$ cat config.mk
export PLATFORM = sky130hd
export DESIGN_NAME = i2c_slave_rx
export DESIGN_NICKNAME = d
export VERILOG_FILES = /design/src/rtl/i2c_rx_pkg.sv /design/src/rtl/i2c_rx_sync.sv /design/src/rtl/i2c_rx_regs.sv /design/src/rtl/i2c_rx_fsm.sv /design/src/rtl/i2c_slave_rx.sv
export SDC_FILE = /design/constraint.sdc
export NUM_CORES = 1
export LEC_CHECK = 0
export BUFFER_PORTS_ARGS = -buffer_cell sky130_fd_sc_hd__buf_2
export CAP_MARGIN = 15
export CORE_MARGIN = 2
export CORE_UTILIZATION = 25
export CTS_CLUSTER_DIAMETER = 40
export DETAILED_ROUTE_END_ITERATION = 12
export GPL_ROUTABILITY_DRIVEN = 1
export PLACE_DENSITY = 0.39
export REMOVE_ABC_BUFFERS = 1
export SLEW_MARGIN = 25
export SYNTH_ARGS = -nofsm -noshare
export SYNTH_HDL_FRONTEND = slang
export SYNTH_SLANG_ARGS = --single-unit
$ cat constraint.sdc
create_clock -name clk -period 1.45 [get_ports clk]
set_input_delay 0.435 -clock clk [delete_from_list [all_inputs] [get_ports clk]]
set_output_delay 0.435 -clock clk [all_outputs]
set_load 0.01 [all_outputs]
$ cat src/rtl/i2c_rx_pkg.sv
package i2c_rx_pkg;

    typedef enum logic [2:0] {
        ST_IDLE,
        ST_ADDR,
        ST_ADDR_ACK,
        ST_DATA,
        ST_DATA_ACK,
        ST_SKIP
    } rx_state_t;

    localparam logic [7:0] CODE_NONE     = 8'hF8;
    localparam logic [7:0] CODE_OWN_HIT  = 8'h60;
    localparam logic [7:0] CODE_GC_HIT   = 8'h70;
    localparam logic [7:0] CODE_OWN_DACK = 8'h80;
    localparam logic [7:0] CODE_OWN_DNAK = 8'h88;
    localparam logic [7:0] CODE_GC_DACK  = 8'h90;
    localparam logic [7:0] CODE_GC_DNAK  = 8'h98;
    localparam logic [7:0] CODE_ENDED    = 8'hA0;

    localparam logic [1:0] SEL_SET  = 2'd0;
    localparam logic [1:0] SEL_CLR  = 2'd1;
    localparam logic [1:0] SEL_DATA = 2'd2;
    localparam logic [1:0] SEL_OWN  = 2'd3;

    localparam int AA_BIT = 2;
    localparam int SI_BIT = 3;

endpackage

$ cat src/rtl/i2c_rx_sync.sv
module i2c_rx_sync #(
    parameter int STAGES = 2
) (
    input  logic clk,
    input  logic rst_n,
    input  logic scl_i,
    input  logic sda_i,
    output logic sda_s,
    output logic scl_rise,
    output logic scl_fall,
    output logic start_det,
    output logic stop_det
);
    logic [STAGES-1:0] scl_pipe;
    logic [STAGES-1:0] sda_pipe;
    logic              scl_q;
    logic              sda_q;
    logic              scl_s;

    generate
        if (STAGES == 1) begin : g_one
            always_ff @(posedge clk or negedge rst_n) begin
                if (!rst_n) begin
                    scl_pipe <= '1;
                    sda_pipe <= '1;
                end else begin
                    scl_pipe <= scl_i;
                    sda_pipe <= sda_i;
                end
            end
        end else begin : g_many
            always_ff @(posedge clk or negedge rst_n) begin
                if (!rst_n) begin
                    scl_pipe <= '1;
                    sda_pipe <= '1;
                end else begin
                    scl_pipe <= {scl_pipe[STAGES-2:0], scl_i};
                    sda_pipe <= {sda_pipe[STAGES-2:0], sda_i};
                end
            end
        end
    endgenerate

    always_ff @(posedge clk or negedge rst_n) begin
        if (!rst_n) begin
            scl_q <= 1'b1;
            sda_q <= 1'b1;
        end else begin
            scl_q <= scl_s;
            sda_q <= sda_s;
        end
    end

    assign scl_s     = scl_pipe[STAGES-1];
    assign sda_s     = sda_pipe[STAGES-1];
    assign scl_rise  = scl_s & ~scl_q;
    assign scl_fall  = ~scl_s & scl_q;
    assign start_det = scl_s & scl_q & sda_q & ~sda_s;
    assign stop_det  = scl_s & scl_q & ~sda_q & sda_s;

endmodule

$ cat src/rtl/i2c_rx_regs.sv
module i2c_rx_regs
    import i2c_rx_pkg::*;
#(
    parameter int BYTE_W = 8,
    localparam int ADR_W = BYTE_W - 1
) (
    input  logic              clk,
    input  logic              rst_n,
    input  logic              wr_en,
    input  logic [1:0]        wr_sel,
    input  logic [BYTE_W-1:0] wr_data,
    input  logic              post_valid,
    input  logic [7:0]        post_code,
    input  logic              post_load,
    input  logic [BYTE_W-1:0] post_byte,
    output logic              aa,
    output logic              si,
    output logic [7:0]        status,
    output logic [BYTE_W-1:0] data,
    output logic [ADR_W-1:0]  own_adr,
    output logic              gc_en
);
    always_ff @(posedge clk or negedge rst_n) begin
        if (!rst_n) begin
            aa      <= 1'b0;
            si      <= 1'b0;
            status  <= CODE_NONE;
            data    <= '0;
            own_adr <= '0;
            gc_en   <= 1'b0;
        end else begin
            if (wr_en) begin
                unique case (wr_sel)
                    SEL_SET: begin
                        if (wr_data[AA_BIT]) aa <= 1'b1;
                    end
                    SEL_CLR: begin
                        if (wr_data[AA_BIT]) aa <= 1'b0;
                        if (wr_data[SI_BIT]) begin
                            si     <= 1'b0;
                            status <= CODE_NONE;
                        end
                    end
                    SEL_DATA: begin
                        if (si) data <= wr_data;
                    end
                    SEL_OWN: begin
                        own_adr <= wr_data[BYTE_W-1:1];
                        gc_en   <= wr_data[0];
                    end
                    default: ;
                endcase
            end
            if (post_valid) begin
                si     <= 1'b1;
                status <= post_code;
                if (post_load) data <= post_byte;
            end
        end
    end

endmodule

$ cat src/rtl/i2c_rx_fsm.sv
module i2c_rx_fsm
    import i2c_rx_pkg::*;
#(
    parameter int BYTE_W = 8,
    localparam int ADR_W = BYTE_W - 1,
    localparam int CNT_W = $clog2(BYTE_W + 1)
) (
    input  logic              clk,
    input  logic              rst_n,
    input  logic              scl_rise,
    input  logic              scl_fall,
    input  logic              start_det,
    input  logic              stop_det,
    input  logic              sda_s,
    input  logic              aa,
    input  logic [ADR_W-1:0]  own_adr,
    input  logic              gc_en,
    output logic              post_valid,
    output logic [7:0]        post_code,
    output logic              post_load,
    output logic [BYTE_W-1:0] post_byte,
    output logic              sda_low
);
    rx_state_t         st, nxt;
    logic [CNT_W-1:0]  bitcnt;
    logic [BYTE_W-1:0] shreg;
    logic              gc_hit;
    logic              ack_flag;
    logic              byte_done;
    logic              own_hit;
    logic              gc_req;
    logic              take_addr;

    assign byte_done = (bitcnt == CNT_W'(BYTE_W));
    assign own_hit   = (shreg[BYTE_W-1:1] == own_adr) && !shreg[0];
    assign gc_req    = (shreg == '0) && gc_en;
    assign take_addr = aa && (own_hit || gc_req);
    assign post_byte = shreg;

    // state register
    always_ff @(posedge clk or negedge rst_n) begin
        if (!rst_n) st <= ST_IDLE;
        else        st <= nxt;
    end

    // next state and event posting
    always_comb begin
        nxt        = st;
        post_valid = 1'b0;
        post_code  = CODE_NONE;
        post_load  = 1'b0;
        if (start_det || stop_det) begin
            nxt = start_det ? ST_ADDR : ST_IDLE;
            if (st == ST_DATA) begin
                post_valid = 1'b1;
                post_code  = CODE_ENDED;
            end
        end else begin
            unique case (st)
                ST_IDLE, ST_SKIP: ;
                ST_ADDR: begin
                    if (scl_fall && byte_done)
                        nxt = take_addr ? ST_ADDR_ACK : ST_SKIP;
                end
                ST_ADDR_ACK: begin
                    if (scl_fall) begin
                        nxt        = ST_DATA;
                        post_valid = 1'b1;
                        post_code  = gc_hit ? CODE_GC_HIT : CODE_OWN_HIT;
                    end
                end
                ST_DATA: begin
                    if (scl_fall && byte_done) nxt = ST_DATA_ACK;
                end
                ST_DATA_ACK: begin
                    if (scl_fall) begin
                        nxt        = ack_flag ? ST_DATA : ST_SKIP;
                        post_valid = 1'b1;
                        post_load  = 1'b1;
                        if (gc_hit) post_code = ack_flag ? CODE_GC_DACK : CODE_GC_DNAK;
                        else        post_code = ack_flag ? CODE_OWN_DACK : CODE_OWN_DNAK;
                    end
                end
                default: nxt = ST_IDLE;
            endcase
        end
    end

    // datapath and bus outputs
    always_ff @(posedge clk or negedge rst_n) begin
        if (!rst_n) begin
            bitcnt   <= '0;
            shreg    <= '0;
            gc_hit   <= 1'b0;
            ack_flag <= 1'b0;
            sda_low  <= 1'b0;
        end else if (start_det || stop_det) begin
            bitcnt  <= '0;
            sda_low <= 1'b0;
        end else begin
            unique case (st)
                ST_ADDR, ST_DATA: begin
                    if (scl_rise && !byte_done) begin
                        shreg  <= {shreg[BYTE_W-2:0], sda_s};
                        bitcnt <= bitcnt + 1'b1;
                    end else if (scl_fall && byte_done) begin
                        bitcnt <= '0;
                        if (st == ST_ADDR) begin
                            sda_low <= take_addr;
                            gc_hit  <= gc_req;
                        end else begin
                            sda_low  <= aa;
                            ack_flag <= aa;
                        end
                    end
                end
                ST_ADDR_ACK, ST_DATA_ACK: begin
                    if (scl_fall) sda_low <= 1'b0;
                end
                default: ;
            endcase
        end
    end

endmodule

$ cat src/rtl/i2c_slave_rx.sv
module i2c_slave_rx
    import i2c_rx_pkg::*;
#(
    parameter int SYNC_STAGES = 2,
    parameter int BYTE_W      = 8,
    localparam int ADR_W      = BYTE_W - 1
) (
    input  logic              clk,
    input  logic              rst_n,
    input  logic              scl_i,
    input  logic              sda_i,
    output logic              scl_low_o,
    output logic              sda_low_o,
    input  logic              wr_en,
    input  logic [1:0]        wr_sel,
    input  logic [BYTE_W-1:0] wr_data,
    output logic [7:0]        status_o,
    output logic [BYTE_W-1:0] data_o,
    output logic              si_o,
    output logic              aa_o
);
    logic              sda_s, scl_rise, scl_fall, start_det, stop_det;
    logic              post_valid, post_load;
    logic [7:0]        post_code;
    logic [BYTE_W-1:0] post_byte;
    logic [ADR_W-1:0]  own_adr;
    logic              gc_en;
    logic              aa, si;

    i2c_rx_sync #(.STAGES(SYNC_STAGES)) u_sync (
        .clk(clk), .rst_n(rst_n), .scl_i(scl_i), .sda_i(sda_i),
        .sda_s(sda_s), .scl_rise(scl_rise), .scl_fall(scl_fall),
        .start_det(start_det), .stop_det(stop_det)
    );

    i2c_rx_fsm #(.BYTE_W(BYTE_W)) u_fsm (
        .clk(clk), .rst_n(rst_n), .scl_rise(scl_rise), .scl_fall(scl_fall),
        .start_det(start_det), .stop_det(stop_det), .sda_s(sda_s),
        .aa(aa), .own_adr(own_adr), .gc_en(gc_en),
        .post_valid(post_valid), .post_code(post_code), .post_load(post_load),
        .post_byte(post_byte), .sda_low(sda_low_o)
    );

    i2c_rx_regs #(.BYTE_W(BYTE_W)) u_regs (
        .clk(clk), .rst_n(rst_n), .wr_en(wr_en), .wr_sel(wr_sel), .wr_data(wr_data),
        .post_valid(post_valid), .post_code(post_code), .post_load(post_load),
        .post_byte(post_byte), .aa(aa), .si(si), .status(status_o), .data(data_o),
        .own_adr(own_adr), .gc_en(gc_en)
    );

    assign scl_low_o = si;
    assign si_o      = si;
    assign aa_o      = aa;

endmodule

==> results.cfg <==
[worst_setup_path]
slowest_delay_ns = 0.60
critPathKind = register to register
worst-path-stages = 3
cp-endpoint = u_fsm.post_byte[2]
critPathTopFamily = flip-flops
arrival_ns = 1.67
cp_slowest_cell = dfstp_2
crit_start = u_sync.scl_q
ff2ff_path_depth = 3
worstPathRequired_ns = 1.64
path_buf_inv = 0
r2r_start = u_sync.scl_q
rr_endpoint = u_fsm.post_byte[2]
startpoint_type = register
cp-end-kind = register
ff2ff_setup_slack_ns = -0.03
cp_max_fo = 6
crit_chain = and2b_2 > nand3b_4 > mux2_4

[global_routing]
grt_max_degree = 48
grt_pass1_vias = 1701
grt_usage = 0.1119
gr-total-overflow = 0
grt_pass1_wl_um = 8756
antenna_found_initial = 0

[synthesis]
synth_edf_count = 0
synth_area_um2 = 2327
synthCells = 193
synth_seq_cells = 47
ys.flop_type = dfrtp_1
ys_warn_count = 0
ys_types = 52
avgSynthCellArea_um2 = 12.06
synth-async-reset-ratio = 1.000
synth-seq-area-share = 0.5113

[route]
post_drt_wl_per_cell_um = 14.14
drt_pass1_iterations = 4
drtIter0Drc = 65
antenna_left = 0
viasPerCell = 4.546
wl_um = 5360
drc = 0
vias = 1723

[finish]
fin_util = 0.3429
fin_nets = 284
layout_commonest_cell = buf_4
syn_to_final_growth_pct = 34.84
layout_common_cells = 37 x buf_4, 35 x dfrtp_1, 31 x buf_2
drive_gt1_frac = 0.5075
diodes = 0
nFillCells = 927

[pwr]
vdd_drop_max_v = 0.0005101
design_power_total_w = 0.003893
p_leak_nw = 1.463
power_density_nw_per_um2 = 1241

[floorplanning]
initial_core_util = 0.2543
dieHeight_um = 100.5
die_x_um = 100.5
pin_count = 35
rows = 35
die_area_um2 = 10100
core_um2 = 9153

[sta]
hold_viol_final = 0
fin_crit_sh = 1.017
setup-tns-final_ns = -0.1457
rsz0062_at_grt = yes
max_freq_mhz = 677.9
fin_ws_ns = -0.02522
setup_viol = 10
slew_violations = 0
hold-worst-slack_ns = 0.1019
fin_crit_ns = 1.475
fin_skew_ns = 0.007211

[placement]
portBuffers = 31
pre_cts_ws_ns = -0.1335
hpwl_um = 3704
gp_congestion = 0.7138

[worst_hold_path]
hold_path_class = input pin to async pin

[cts]
cts_sinks = 47
numCtsBuffers = 5
clockBufferDepth = 2
h-tree-depth = 2
cts_tree = built
path_clk_slew_ns = 0.09
cts_root_buffer = clkbuf_8
insertion_delay_ns = 0.30

[run]
cap_violations = 0

[outcome]
violations = negative setup slack
status = finished with violations
state kept, by name, indices dropped and copies added, names as in the netlist:
name / flops
u_regs.si: 1
u_fsm.sda_low: 1
u_regs.gc_en: 1
u_sync.sda_pipe: 2
u_fsm.gc_hit: 1
u_fsm.ack_flag: 1
u_fsm.st: 3
u_regs.aa: 1
u_fsm.post_byte: 8
u_sync.scl_pipe: 2
u_fsm.bitcnt: 4
u_regs.own_adr: 7
u_sync.sda_q: 1
u_regs.data: 8
u_sync.scl_q: 1
u_regs.status: 5
report_power, final:
group | leakage [nW] | total, W | switching [W] | internal, W
clock | 0.0515 | 0.000879 | 0.000443 | 0.000436
combinational | 0.847 | 0.00122 | 0.000522 | 0.000694
sequential | 0.565 | 0.00180 | 0.000219 | 0.00158
cells in the mapped netlist (3+ instances only):
cell type | number | area [µm²]
mux2_2 | 9 | 101.4
xnor2_1 | 7 | 61.31
nand3_1 | 4 | 20.02
nand4b_1 | 4 | 35.03
and3_1 | 3 | 18.77
o21ai_0 | 12 | 60.06
mux2_4 | 7 | 105.1
nor2b_1 | 4 | 25.02
dfrtp_1 | 36 | 900.9
nor2_1 | 9 | 33.78
mux2i_1 | 12 | 120.1
nand2_1 | 13 | 48.80
inv_1 | 7 | 26.28
dfstp_2 | 11 | 289.0
nand4_1 | 4 | 25.02
buf_4 | 6 | 45.04
worst reg2reg max path, cell delays in order (launching register included):
cell and delay [ns]:
dfstp_2 0.60, and2b_2 0.29, nand3b_4 0.16, mux2_4 0.31
worst min path at each step:
| stage | from | to | slack [ns] | cells after the start |
|---|---|---|---|---|
| floorplan | rst_n | u_fsm.ack_flag | 0.14 | 0 |
| global placement | u_sync.sda_pipe[0] | u_sync.sda_pipe[1] | 0.35 | 0 |
| detailed placement | u_sync.sda_pipe[0] | u_sync.sda_pipe[1] | 0.35 | 0 |
| CTS | rst_n | u_regs.data[3] | 0.12 | 2 |
| global route | rst_n | u_regs.data[3] | 0.12 | 2 |
| finish | rst_n | u_regs.data[3] | 0.10 | 2 |
what timing repair did:
item                                    CTS  global route
endpoints found under the hold margin     0             0
endpoints found under the setup margin   26            29
hold buffers                              0             0
resized for setup                        18            14
pin swaps                                 3            10
gates cloned                              1             0
setup buffers                             3             7
routing by layer:
layer	wire, µm	track usage	share of wire
met1	2783	0.1605	0.52
met4	69	0.03267	0.013
met3	185	0.02843	0.035
met5	0	0	0
met2	2321	0.1668	0.43
metrics by stage:
| stage | std cells | instance area (µm²) |
|---|---|---|
| 2_1_floorplan | 186 | 2268 |
| 3_3_place_gp | 362 | 2843 |
| 3_5_place_dp | 362 | 2843 |
| 4_1_cts | 374 | 3047 |
| 5_1_grt | 379 | 3138 |
| 6_report | 379 | 3138 |
cell type report:
type | instances | area [µm²] | share of cell area
Inverter | 7 | 26.28 | 0.008373
Multi-Input combinational cell | 133 | 1175 | 0.3744
Timing Repair Buffer | 73 | 506.7 | 0.1615
Sequential cell | 47 | 1191 | 0.3796
Tap cell | 111 | 138.9 | 0.04426
Clock buffer | 8 | 100.1 | 0.03190
logic make-up (layout without fill, tap and decap cells):
group | count (synthesis) | after routing | synth area share
and+or+nand+nor | 57 | 58 | 0.1629
DFF | 47 | 47 | 0.5113
AOI/OAI and AO/OA | 34 | 34 | 0.1032
muxes | 28 | 28 | 0.1403
buffers and inverters | 16 | 88 | 0.03979
xor gates and xnor gates | 8 | 8 | 0.03011
adders and majority gates | 2 | 2 | 0.01075
other | 1 | 3 | 0.001611
Note: power is estimated with default switching activity, not from simulation.
